$ cat src/rtl/tap_ext_pkg.sv
package tap_ext_pkg;
  parameter int SEL_W = 7;
  parameter int IR_W = SEL_W + 1;
  parameter int GP_COUNT = 12;
  parameter logic [SEL_W-1:0] GP_BASE = 7'h70;
  parameter logic [SEL_W-1:0] TRACE_CODE = 7'h7C;
  parameter logic [SEL_W-1:0] SCAN_CODE = 7'h7D;
  parameter logic [SEL_W-1:0] DBGEN_CODE = 7'h7E;
  localparam logic [IR_W-1:0] CMD_RESET = '1;
  localparam logic [IR_W-1:0] IR_CAPTURE = IR_W'(1);

  typedef enum logic [3:0] {
    TLR, IDLE, SEL_DR, CAP_DR, SHIFT_DR, EXIT1_DR, PAUSE_DR, EXIT2_DR, UPD_DR,
    SEL_IR, CAP_IR, SHIFT_IR, EXIT1_IR, PAUSE_IR, EXIT2_IR, UPD_IR
  } tapState_e;

  typedef struct packed {
    logic tlr;
    logic capIr;
    logic shiftIr;
    logic updIr;
    logic capDr;
    logic shiftDr;
    logic updDr;
  } tapStrobe_t;
endpackage

$ cat src/rtl/tap_ext_ctrl.sv
module tap_ext_ctrl
  import tap_ext_pkg::*;
(
  input  logic       tck,
  input  logic       tms,
  input  logic       trstN,
  output tapStrobe_t strb
);
  tapState_e state, nextState;

  always_comb begin
    nextState = state;
    case (state)
      TLR:      nextState = tms ? TLR : IDLE;
      IDLE:     nextState = tms ? SEL_DR : IDLE;
      SEL_DR:   nextState = tms ? SEL_IR : CAP_DR;
      CAP_DR:   nextState = tms ? EXIT1_DR : SHIFT_DR;
      SHIFT_DR: nextState = tms ? EXIT1_DR : SHIFT_DR;
      EXIT1_DR: nextState = tms ? UPD_DR : PAUSE_DR;
      PAUSE_DR: nextState = tms ? EXIT2_DR : PAUSE_DR;
      EXIT2_DR: nextState = tms ? UPD_DR : SHIFT_DR;
      UPD_DR:   nextState = tms ? SEL_DR : IDLE;
      SEL_IR:   nextState = tms ? TLR : CAP_IR;
      CAP_IR:   nextState = tms ? EXIT1_IR : SHIFT_IR;
      SHIFT_IR: nextState = tms ? EXIT1_IR : SHIFT_IR;
      EXIT1_IR: nextState = tms ? UPD_IR : PAUSE_IR;
      PAUSE_IR: nextState = tms ? EXIT2_IR : PAUSE_IR;
      EXIT2_IR: nextState = tms ? UPD_IR : SHIFT_IR;
      UPD_IR:   nextState = tms ? SEL_DR : IDLE;
      default:  nextState = TLR;
    endcase
  end

  always_ff @(posedge tck or negedge trstN) begin
    if (!trstN) state <= TLR;
    else        state <= nextState;
  end

  always_comb begin
    strb.tlr     = (state == TLR);
    strb.capIr   = (state == CAP_IR);
    strb.shiftIr = (state == SHIFT_IR);
    strb.updIr   = (state == UPD_IR);
    strb.capDr   = (state == CAP_DR);
    strb.shiftDr = (state == SHIFT_DR);
    strb.updDr   = (state == UPD_DR);
  end

  // Checker-only run length of TMS-high edges
  logic [2:0] tmsRun;
  always_ff @(posedge tck or negedge trstN) begin
    if (!trstN)               tmsRun <= '0;
    else if (!tms)            tmsRun <= '0;
    else if (tmsRun != 3'd5)  tmsRun <= tmsRun + 3'd1;
  end

  AST_CAPTURE_ONE_CYCLE: assert property (@(posedge tck) disable iff (!trstN)
    strb.capDr |=> (strb.shiftDr || state == EXIT1_DR));
  AST_SHIFT_HOLDS: assert property (@(posedge tck) disable iff (!trstN)
    (strb.shiftDr && !tms) |=> strb.shiftDr);
  AST_FIVE_TMS_RESET: assert property (@(posedge tck) disable iff (!trstN)
    (tmsRun == 3'd5) |-> strb.tlr);
endmodule

$ cat src/rtl/tap_ext_dp.sv
module tap_ext_dp
  import tap_ext_pkg::*;
(
  input  logic                tck,
  input  logic                tdi,
  input  logic                trstN,
  input  logic                extData,
  input  tapStrobe_t          strb,
  output logic                tdo,
  output logic                updateWr,
  output logic [GP_COUNT-1:0] gpSel,
  output logic                traceSel,
  output logic                scanSel,
  output logic                dbgEnSel
);
  logic [IR_W-1:0]  irShift;
  logic [IR_W-1:0]  cmd;
  logic             bypassBit;
  logic             extSel;
  logic [SEL_W-1:0] selCode;
  logic             cmdRead;

  assign selCode = cmd[SEL_W-1:0];
  assign cmdRead = cmd[IR_W-1];

  always_ff @(posedge tck or negedge trstN) begin
    if (!trstN) begin
      irShift   <= IR_CAPTURE;
      cmd       <= CMD_RESET;
      bypassBit <= 1'b0;
    end else begin
      if (strb.tlr)        cmd <= CMD_RESET;
      else if (strb.updIr) cmd <= irShift;
      if (strb.capIr)        irShift <= IR_CAPTURE;
      else if (strb.shiftIr) irShift <= {tdi, irShift[IR_W-1:1]};
      if (strb.capDr)        bypassBit <= 1'b0;
      else if (strb.shiftDr) bypassBit <= tdi;
    end
  end

  for (genvar g = 0; g < GP_COUNT; g++) begin : gGpDecode
    assign gpSel[g] = (selCode == SEL_W'(GP_BASE + SEL_W'(g)));
  end
  assign traceSel = (selCode == TRACE_CODE);
  assign scanSel  = (selCode == SCAN_CODE);
  assign dbgEnSel = (selCode == DBGEN_CODE);
  assign extSel   = (|gpSel) | traceSel | scanSel | dbgEnSel;

  assign updateWr = strb.updDr & ~cmdRead;

  always_ff @(negedge tck or negedge trstN) begin
    if (!trstN)            tdo <= 1'b0;
    else if (strb.shiftIr) tdo <= irShift[0];
    else if (strb.shiftDr) tdo <= extSel ? extData : bypassBit;
    else                   tdo <= 1'b0;
  end

  AST_SEL_ONEHOT: assert property (@(posedge tck) disable iff (!trstN)
    $onehot0({gpSel, traceSel, scanSel, dbgEnSel}));
  AST_CMD_ONLY_ON_UPDATE: assert property (@(posedge tck) disable iff (!trstN)
    (!strb.updIr && !strb.tlr) |=> $stable(cmd));
  AST_TDO_QUIET: assert property (@(negedge tck) disable iff (!trstN)
    (!strb.shiftIr && !strb.shiftDr) |=> (tdo == 1'b0));
endmodule

$ cat src/rtl/tap_ext_sel.sv
module tap_ext_sel
  import tap_ext_pkg::*;
(
  input  logic                tck,
  input  logic                tms,
  input  logic                tdi,
  input  logic                trstN,
  input  logic                extData,
  output logic                tdo,
  output logic                captureDr,
  output logic                shiftDr,
  output logic                updateWr,
  output logic [GP_COUNT-1:0] gpSel,
  output logic                traceSel,
  output logic                scanSel,
  output logic                dbgEnSel
);
  tapStrobe_t strb;

  tap_ext_ctrl i_ctrl (
    .tck   (tck),
    .tms   (tms),
    .trstN (trstN),
    .strb  (strb)
  );

  tap_ext_dp i_dp (
    .tck      (tck),
    .tdi      (tdi),
    .trstN    (trstN),
    .extData  (extData),
    .strb     (strb),
    .tdo      (tdo),
    .updateWr (updateWr),
    .gpSel    (gpSel),
    .traceSel (traceSel),
    .scanSel  (scanSel),
    .dbgEnSel (dbgEnSel)
  );

  assign captureDr = strb.capDr;
  assign shiftDr   = strb.shiftDr;
endmodule

$ cat config.mk
export PLATFORM = sky130hd
export DESIGN_NAME = tap_ext_sel
export DESIGN_NICKNAME = d
export VERILOG_FILES = /design/src/rtl/tap_ext_pkg.sv /design/src/rtl/tap_ext_ctrl.sv /design/src/rtl/tap_ext_dp.sv /design/src/rtl/tap_ext_sel.sv
export SDC_FILE = /design/constraint.sdc
export NUM_CORES = 1
export LEC_CHECK = 0
export CORE_MARGIN = 4
export CORE_UTILIZATION = 45
export CTS_CLUSTER_DIAMETER = 60
export DETAILED_ROUTE_END_ITERATION = 12
export PLACE_DENSITY = 0.71
export SYNTH_ARGS = -nofsm -noshare
export SYNTH_HDL_FRONTEND = slang
export SYNTH_SLANG_ARGS = --single-unit
$ cat constraint.sdc
create_clock -name tck -period 2.6 [get_ports tck]
set_input_delay 0.26 -clock tck [delete_from_list [all_inputs] [get_ports tck]]
set_output_delay 0.26 -clock tck [all_outputs]
set_load 0.005 [all_outputs]
==> results of run 1 <==
==> worst paths after layout <==
| kind | start | endpoint | slack (ns) | cells past startpoint |
|---|---|---|---|---|
| worst max-delay path | i_dp.cmd[4] | i_dp.tdo | -0.20 | 4 |
| worst min-delay path | trstN | i_dp.irShift[2] | 0.37 | 2 |
| worst max register to register | i_dp.cmd[4] | i_dp.tdo | -0.20 | 4 |
| worst min register to register | i_dp.irShift[0] | i_dp.irShift[0] | 0.51 | 2 |
| max in group asynchronous | trstN | i_dp.tdo | 1.13 | 1 |
| min in group tck | i_dp.irShift[0] | i_dp.irShift[0] | 0.51 | 2 |
==> cell usage in the layout, fill, tap and decap left out, types with 2 or more instances in the layout <==
master            n
a21oi_1           7
a22oi_1           8
buf_4            14
clkbuf_4          3
clkdlybuf4s50_1  22
dfrtp_1          12
dfstp_2           9
nand2_1          30
nand2b_1          6
nand3_1           2
nand3b_1          2
nor2_1           17
nor3_1            7
o211ai_1          3
o21ai_0          17
o22ai_1           2
==> state kept, by name, summed over array words and instances, names as in the netlist <==
name,flops
i_dp.cmd,8
i_dp.tdo,1
i_dp.bypassBit,1
i_ctrl.state,4
i_dp.irShift,8
==> cells by family after synthesis <==
group / count (synthesis)
compound gates: 41
xor+xnor: 1
buf+inv: 13
flops: 22
mux: 2
simple gates: 73
==> worst reg2reg max path, stage by stage, from the launching register on <==
cell     delay (ns)
dfstp_2        0.56
nand3_2        0.09
a41oi_2        0.19
mux2_4         0.31
a22o_1         0.20
==> routing by layer <==
layer / wire length (um) / share of wire / vias to the layer above / global-route usage
met3: 248 / 0.079 / 8 / 0.0294
met5: 0 / 0 / - / 0
met1: 1370 / 0.44 / 555 / 0.265
li1: - / - / 588 / -
met2: 1450 / 0.46 / 48 / 0.310
met4: 70 / 0.022 / 0 / 0.0836
==> stage by stage <==
| stage | setup slack [ns] | area, um2 | instances | hold WS (ns) |
|---|---|---|---|---|
| floorplan | -0.141 | 1280 | 152 | -0.0356 |
| global placement | -0.155 | 1580 | 208 | 0.477 |
| detailed placement | -0.176 | 1580 | 208 | 0.494 |
| CTS | -0.198 | 1640 | 212 | 0.371 |
| global route | -0.256 | 1640 | 212 | 0.384 |
| finish | -0.198 | 1640 | 212 | 0.370 |
==> where the power goes <==
group / switching [mW] / leakage, nW / internal [mW]
Combinational: 0.405 / 0.363 / 0.306
Clock: 0.109 / 0.0279 / 0.156
Sequential: 0.0854 / 0.266 / 0.454
Total: 0.599 / 0.657 / 0.915
==> timing repair <==
action | 4_1_cts | 5_1_grt
pin swaps | 1 | 1
resized for setup | 1 | 1
endpoints found under the setup margin | 2 | 2
==> cell type report <==
cell class | instances | area share
tap | 31 | 0.0236
inverter | 1 | 0.00229
clock buffer | 3 | 0.0137
clock inverter | 1 | 0.0183
multi-input combinational | 117 | 0.396
sequential | 22 | 0.342
timing repair buffer | 37 | 0.204
==> results.py, run 1 <==
metrics = {
    "worst_setup_path": {
        "max_stage_delay_ns": 0.56,
        "cp_slowest_cell": "dfstp_2",
        "cp_cell_sequence": "nand3_2 -> a41oi_2 -> mux2_4 -> a22o_1",
        "crit_type": "register to register",
        "cp-end-kind": "register",
        "arrival_ns": 1.66,
        "cp_num_buf_inv": 0,
        "cp.required_ns": 1.46,
        "path_max_fanout": 2,
        "cp-start-kind": "register",
        "crit_family": "flip-flops",
    },
    "floorplan": {
        "ios": 24,
        "coreArea_mm2": 0.00273,
        "num_rows": 19,
        "die_h_um": 61.1,
        "dieArea_mm2": 0.00374,
        "initial_core_util": 0.465,
        "die_x_um": 61.1,
    },
    "cells_and_area": {
        "seq_area_um2": 562,
        "multi_input_area_um2": 649,
        "nets": 187,
        "layout-drive-gt1-share": 0.188,
        "final_core_util": 0.600,
        "diodes": 0,
        "num-fill-cells": 254,
        "syn_to_final_growth_pct": 29.2,
    },
    "yosys": {
        "synth_compound_area_frac": 0.202,
        "yosysMostFrequentCell": "nand2_1",
        "synthCells": 152,
        "synth_top_family_by_area": "simple AND/OR/NAND/NOR gates",
        "yosys_warnings": 0,
        "yosys.area_share.adder": 0,
        "yosysTopAreaCell": "dfrtp_1",
        "synthesis.nets": 157,
        "synth_common_cells": "nand2_1, nor2_1, o21ai_0, dfrtp_1, dfstp_2",
        "synth.yosys.seq_area_share": 0.442,
        "ys_async_sr_fraction": 1.00,
        "ys_seq_elements": 22,
        "syn_area_mm2": 0.00127,
        "synth_edf_count": 0,
        "synth_area_leaders": "dfrtp_1, dfstp_2, nand2_1, o21ai_0, nor2_1",
        "synthFlopType": "dfrtp_1",
        "synth_cell_types": 33,
        "synth-simple-area-share": 0.275,
        "synth_top_area_frac": 0.236,
        "postSynthAreaPerCell_um2": 8.36,
        "synthXorXnorAreaFrac": 0.00690,
        "synthMuxAreaShare": 0.0167,
    },
    "clocking": {
        "clk_pin_slew_ns": 0.13,
        "postCtsHoldBufs": 0,
        "cts_buffers": 3,
        "cts_sinks": 22,
        "clkLatencyLatePin_ns": 0.31,
        "cts_tree": "yes",
        "cts_max_path_buffers": 2,
        "cts_root_buffer": "clkbuf_4",
        "postCtsSetupRepairBufs": 0,
        "htreeDepth": 1,
    },
    "power_and_ir_drop": {
        "ir_worst_vdd_v": 0.000613,
        "p_leak_nw": 0.657,
        "power_density_mw_per_mm2": 923,
        "finalPower_mw": 1.51,
    },
    "run_status": {
        "violations": "setup timing",
        "status": "finished with violations",
    },
    "drt": {
        "wirelength_um": 3150,
        "drcViolationCount": 0,
        "vias_per_cell": 5.66,
        "vias": 1199,
        "postRouteAntennaNets": 0,
        "firstDrtPassIters": 4,
        "drt_iter0_drc": 57,
        "post_drt_wl_per_cell_um": 14.8,
    },
    "timing": {
        "timing.final.ws_setup_ns": -0.198,
        "fin_skew_ns": 0.00873,
        "setup_tns_ns": -0.198,
        "setup_viol": 1,
        "slew-limit-headroom": 0.526,
        "rsz0062_at_grt": "true",
        "slew_violations": 0,
        "finalHoldViolCount": 0,
        "worstMarginPinSlew_ns": 0.705,
    },
    "placed_design": {
        "gp_congestion": 0.790,
        "portBuffers": 23,
        "post-dp-hpwl_um": 2320,
    },
    "grt": {
        "grt_max_degree": 22,
        "grt_first_pass_wirelength_um": 5430,
        "overflow": 0,
        "antenna_found_initial": 0,
        "grt_pass1_vias": 1150,
        "grt_usage": 0.195,
    },
    "run": {
        "max-cap-violations": 0,
    },
    "worst_hold_path": {
        "hp-class": "input pin to asynchronous set/reset pin",
    },
}
(Power assumes the default switching activity.)
==> run 2, diff against run 1 <==
--- a/config.mk
+++ b/config.mk
@@ -9,7 +9,7 @@
 export CORE_UTILIZATION = 45
 export CTS_CLUSTER_DIAMETER = 60
 export DETAILED_ROUTE_END_ITERATION = 12
-export PLACE_DENSITY = 0.71
+export PLACE_DENSITY = 0.81
 export SYNTH_ARGS = -nofsm -noshare
 export SYNTH_HDL_FRONTEND = slang
 export SYNTH_SLANG_ARGS = --single-unit
==> run 2 against run 1 <==
  * The run still ends with setup timing left
  * Clock power down 28%
  * Non-clock buffer count unchanged
  * Critical path type unchanged
  * Final cell count unchanged
  * Utilization down 0.78 points
  * Setup slack better by 0.0064 ns
  * Sequential share of layout area up 0.45 points
  * Register-to-register slack about the same
  * Hold slack worse by 0.056 ns
  * Sequential cell count unchanged
==> results.py, run 2 (same netlist as run 1, synthesis figures left out) <==
metrics = {
    "grt": {
        "grt_usage": 0.179,
        "grt_max_degree": 22,
        "grt_first_pass_wirelength_um": 5080,
        "grt_pass1_vias": 1119,
        "antenna_found_initial": 0,
        "overflow": 0,
    },
    "worst_setup_path": {
        "cp_cell_sequence": "nand3_2 -> a41oi_2 -> mux2_4 -> a22o_1",
        "cp_slowest_cell": "dfstp_2",
        "path_max_fanout": 2,
        "cp_num_buf_inv": 0,
        "crit_type": "register to register",
        "cp-start-kind": "register",
        "cp.required_ns": 1.46,
        "cp-end-kind": "register",
        "arrival_ns": 1.65,
        "crit_family": "flip-flops",
        "max_stage_delay_ns": 0.56,
    },
    "floorplan": {
        "initial_core_util": 0.465,
        "num_rows": 19,
        "dieArea_mm2": 0.00374,
        "coreArea_mm2": 0.00273,
        "die_h_um": 61.1,
        "ios": 24,
        "die_x_um": 61.1,
    },
    "drt": {
        "vias": 1205,
        "dr_wl_met3_um": 202,
        "met2_length_um": 1370,
        "wl_met1_um": 1320,
        "postRouteAntennaNets": 0,
        "post_drt_wl_per_cell_um": 13.7,
        "wirelength_um": 2910,
        "vias_per_cell": 5.68,
        "firstDrtPassIters": 5,
        "routed.top_layer": "met4",
        "drcViolationCount": 0,
        "drt_iter0_drc": 50,
    },
    "clocking": {
        "cts_max_path_buffers": 2,
        "clk_pin_slew_ns": 0.13,
        "cts_root_buffer": "clkbuf_4",
        "cts_buffers": 3,
        "cts_sinks": 22,
        "postCtsHoldBufs": 0,
        "htreeDepth": 1,
        "clkLatencyLatePin_ns": 0.31,
        "cts_tree": "yes",
    },
    "cells_and_area": {
        "design_area_mm2": 0.00162,
        "seq_area_um2": 562,
        "reg.largest.list": "i_dp.cmd (8), i_dp.irShift (8), i_ctrl.state (4)",
        "nets": 187,
        "diodes": 0,
        "num-fill-cells": 260,
        "final_cell_mix": "nand2_1, clkdlybuf4s50_1, nor2_1, o21ai_0, buf_4",
        "syn_to_final_growth_pct": 27.5,
        "layout-drive-gt1-share": 0.182,
        "final_core_util": 0.592,
        "multi_input_area_um2": 644,
        "layout_commonest_cell": "nand2_1",
    },
    "timing": {
        "slew-limit-headroom": 0.562,
        "worstMarginPinSlew_ns": 0.652,
        "finalHoldViolCount": 0,
        "fin_skew_ns": 0.0104,
        "setup_viol": 1,
        "hold-worst-slack_ns": 0.313,
        "slew_violations": 0,
        "rsz0062_at_grt": "true",
        "timing.final.ws_setup_ns": -0.191,
    },
    "run_status": {
        "violations": "setup timing",
        "status": "finished with violations",
    },
    "power_and_ir_drop": {
        "power_density_mw_per_mm2": 874,
        "ir_worst_vdd_v": 0.000687,
        "finalPower_mw": 1.42,
        "p_leak_nw": 0.649,
    },
    "placed_design": {
        "place_ws_ns": -0.191,
        "placed_cell_area_mm2": 0.00158,
        "portBuffers": 23,
        "gp_congestion": 0.839,
        "post-dp-hpwl_um": 2230,
    },
    "run": {
        "max-cap-violations": 0,
    },
    "worst_hold_path": {
        "hp-class": "input pin to asynchronous set/reset pin",
    },
}
==> run 2: changes by cell type in the layout (fill, tap and decap cells not counted), sizes merged <==
cell | previous run | this run
clkbuf | 3 | 4
bufinv | 1 | 0
==> run 2: final cells by class <==
type	instances	area share
multi-input cells	117	0.398
flip-flops and latches	22	0.347
repair buffers	37	0.206
well taps	31	0.0240
clock buffers	4	0.0224
inverters	1	0.00232
==> run 2: path summary, 6_finish.rpt <==
path	start	end	slack, ns	depth (start not counted)
max	i_dp.cmd[4]	i_dp.tdo	-0.19	4
min	trstN	i_dp.bypassBit	0.31	2
max reg2reg	i_dp.cmd[4]	i_dp.tdo	-0.19	4
min reg2reg	i_dp.irShift[0]	i_dp.irShift[0]	0.51	2
max in group asynchronous	trstN	i_dp.tdo	1.18	1
min in group tck	i_dp.irShift[0]	i_dp.irShift[0]	0.51	2
==> run 2: repair_timing <==
| item | 4_1_cts | 5_1_grt |
|---|---|---|
| resized for setup | 1 | 0 |
| setup endpoints to repair | 2 | 1 |
| setup buffers | 1 | 0 |
| pin swaps | 1 | 0 |
| hold endpoints to repair | 0 | 0 |
==> run 2: worst register-to-register path, delay by kind of cell (launching register included) <==
family	cells	cell delay, ns
muxes	1	0.32
AOI/OAI and AO/OA	2	0.39
DFF	1	0.56
and+or+nand+nor	1	0.09
==> run 2: report_power, final <==
part / total, mW / internal, mW / switching (mW)
registers: 0.532 / 0.454 / 0.0785
clock network: 0.190 / 0.0854 / 0.105
logic: 0.693 / 0.303 / 0.390
total: 1.42 / 0.842 / 0.574
==> run 2: metal layers <==
| layer | global-route usage | up-vias |
|---|---|---|
| li1 | - | 589 |
| met3 | 0.0252 | 2 |
| met5 | 0 | - |
| met4 | 0.0372 | 0 |
| met1 | 0.245 | 575 |
| met2 | 0.302 | 39 |
==> run 2: through the flow <==
step | TNS [ns] | cells
2_1_floorplan | -0.141 | 152
3_3_place_gp | -0.151 | 207
3_5_place_dp | -0.191 | 207
4_1_cts | -0.209 | 212
5_1_grt | -0.234 | 212
6_report | -0.191 | 212
==> run 3, diff against run 2 <==
--- a/config.mk
+++ b/config.mk
@@ -5,7 +5,6 @@
 export SDC_FILE = /design/constraint.sdc
 export NUM_CORES = 1
 export LEC_CHECK = 0
-export CORE_MARGIN = 4
 export CORE_UTILIZATION = 45
 export CTS_CLUSTER_DIAMETER = 60
 export DETAILED_ROUTE_END_ITERATION = 12
==> run 3 against run 2 <==
  * The flow still finishes with violations (setup timing)
  * Sequential share of layout area decreased by 0.40 points
  * Sequential power is 0.8% higher
  * Sequential cell count is the same
  * Clock skew decreased by 0.0053 ns
  * Routed wire length up 5.7%
  * Count of clock-buffer cells in the layout is the same
  * First-iteration DRC count is 6.0% lower
  * Largest cell class unchanged
  * Largest power group unchanged
  * Highest routed layer unchanged
==> results.py, run 3 (same netlist as run 1, synthesis figures left out) <==
metrics = {
    "run_status": {
        "status": "finished with violations",
        "violations": "setup timing",
    },
    "placed_design": {
        "post-dp-hpwl_um": 2360,
        "place_ws_ns": -0.187,
        "portBuffers": 23,
        "gp_congestion": 0.823,
    },
    "worst_setup_path": {
        "crit_type": "register to register",
        "cp-start-kind": "register",
        "cp-end-kind": "register",
        "crit_family": "flip-flops",
        "path_max_fanout": 2,
        "arrival_ns": 1.67,
        "max_stage_delay_ns": 0.56,
        "cp.required_ns": 1.46,
        "cp_num_buf_inv": 0,
        "cp_slowest_cell": "dfstp_2",
        "cp_cell_sequence": "nand3_2 -> a41oi_2 -> mux2_4 -> a22o_1",
    },
    "floorplan": {
        "ios": 24,
        "coreArea_mm2": 0.00257,
        "die_x_um": 55.1,
        "num_rows": 18,
        "dieArea_mm2": 0.00304,
        "initial_core_util": 0.495,
        "die_h_um": 55.1,
    },
    "power_and_ir_drop": {
        "p_leak_nw": 0.714,
        "power_frac_comb": 0.502,
        "intPower_uw": 855,
        "pwr-share-seq": 0.369,
        "ir_worst_vdd_v": 0.000645,
        "clock_power_share": 0.130,
        "finalPower_mw": 1.46,
        "power_density_mw_per_mm2": 889,
        "switching_power_uw": 600,
        "power.share.switching": 0.412,
    },
    "clocking": {
        "postCtsHoldBufs": 0,
        "cts_root_buffer": "clkbuf_4",
        "clkLatencyLatePin_ns": 0.31,
        "htreeDepth": 1,
        "cts_max_path_buffers": 2,
        "clk_pin_slew_ns": 0.12,
        "cts_buffers": 3,
        "cts_sinks": 22,
        "cts_tree": "yes",
    },
    "grt": {
        "gr-usage-met2": 0.410,
        "grt_usage": 0.236,
        "grt_pass1_vias": 1160,
        "gr-usage-met3": 0.0273,
        "overflow": 0,
        "use_met1": 0.287,
        "grt_max_degree": 22,
        "grt-busiest-layer": "met2",
        "antenna_found_initial": 0,
        "grt_first_pass_wirelength_um": 5000,
    },
    "cells_and_area": {
        "layout_commonest_cell": "nand2_1",
        "layout-drive-gt1-share": 0.192,
        "nets": 188,
        "diodes": 0,
        "final_core_util": 0.638,
        "syn_to_final_growth_pct": 29.0,
        "reg.largest.list": "i_dp.cmd (8), i_dp.irShift (8), i_ctrl.state (4)",
        "final_cell_mix": "nand2_1, clkdlybuf4s50_1, nor2_1, o21ai_0, buf_4",
    },
    "timing": {
        "finalHoldViolCount": 0,
        "hold-worst-slack_ns": 0.332,
        "slew_violations": 0,
        "setup_viol": 1,
        "worstMarginPinSlew_ns": 0.664,
        "rsz0062_at_grt": "true",
        "slew-limit-headroom": 0.554,
        "timing.final.ws_setup_ns": -0.210,
        "fin_skew_ns": 0.00513,
    },
    "drt": {
        "drcViolationCount": 0,
        "firstDrtPassIters": 4,
        "vias_per_cell": 5.65,
        "post_drt_wl_per_cell_um": 14.5,
        "wirelength_um": 3070,
        "vias": 1198,
        "drt_iter0_drc": 47,
        "postRouteAntennaNets": 0,
    },
    "run": {
        "max-cap-violations": 0,
    },
    "worst_hold_path": {
        "hp-class": "input pin to asynchronous set/reset pin",
    },
}
run 3: final cells by class:
type                       instances  area [um2]
clock buffer                       4        36.3
fill                             241         930
inverter                           1        3.75
multi-input combinational        117         649
sequential                        22         562
tap                               30        37.5
timing repair buffer              38         349
run 3: layer usage:
metal  part of all wire  up-vias  wire, um
li1                   -      589         -
met1               0.43      554      1310
met2               0.49       44      1510
met3              0.060       11       183
met4              0.023        0        72
met5                  0        -         0
run 3: worst register-to-register path, stage by stage, from the launching register on:
cell     delay (ns)
dfstp_2        0.56
nand3_2        0.09
a41oi_2        0.19
mux2_4         0.32
a22o_1         0.20
run 3: final timing paths:
check / to / depth (start not counted) / startpoint / slack (ns)
worst max register to register: i_dp.tdo / 4 / i_dp.cmd[5] / -0.21
min in group tck: i_dp.irShift[0] / 2 / i_dp.irShift[0] / 0.52
worst min register to register: i_dp.irShift[0] / 2 / i_dp.irShift[0] / 0.52
worst max-delay path: i_dp.tdo / 4 / i_dp.cmd[5] / -0.21
worst min-delay path: i_dp.bypassBit / 2 / trstN / 0.33
max in group asynchronous: i_dp.tdo / 1 / trstN / 1.16
run 3: what timing repair did:
action / 4_1_cts / 5_1_grt
endpoints found under the setup margin: 2 / 2
buffers inserted: 1 / 1
hold endpoints to repair: 0 / 0
pin swaps: 1 / 1
gates cloned: 0 / 0
gates resized for setup: 1 / 4
run 3: through the flow:
step	TNS, ns	instances	cell area (um2)
5_1_grt	-0.246	212	1640
3_3_place_gp	-0.150	206	1580
3_5_place_dp	-0.187	206	1580
6_report	-0.210	212	1640
4_1_cts	-0.213	211	1620
2_1_floorplan	-0.141	152	1280
run 3: power by group through the flow:
stage	Combinational, mW	Sequential, mW	Clock (mW)
floorplan	0.522	0.512	0
finish	0.730	0.536	0.189
detailed placement	0.701	0.541	0
CTS	0.712	0.535	0.191
global placement	0.662	0.532	0
global route	0.810	0.550	0.199
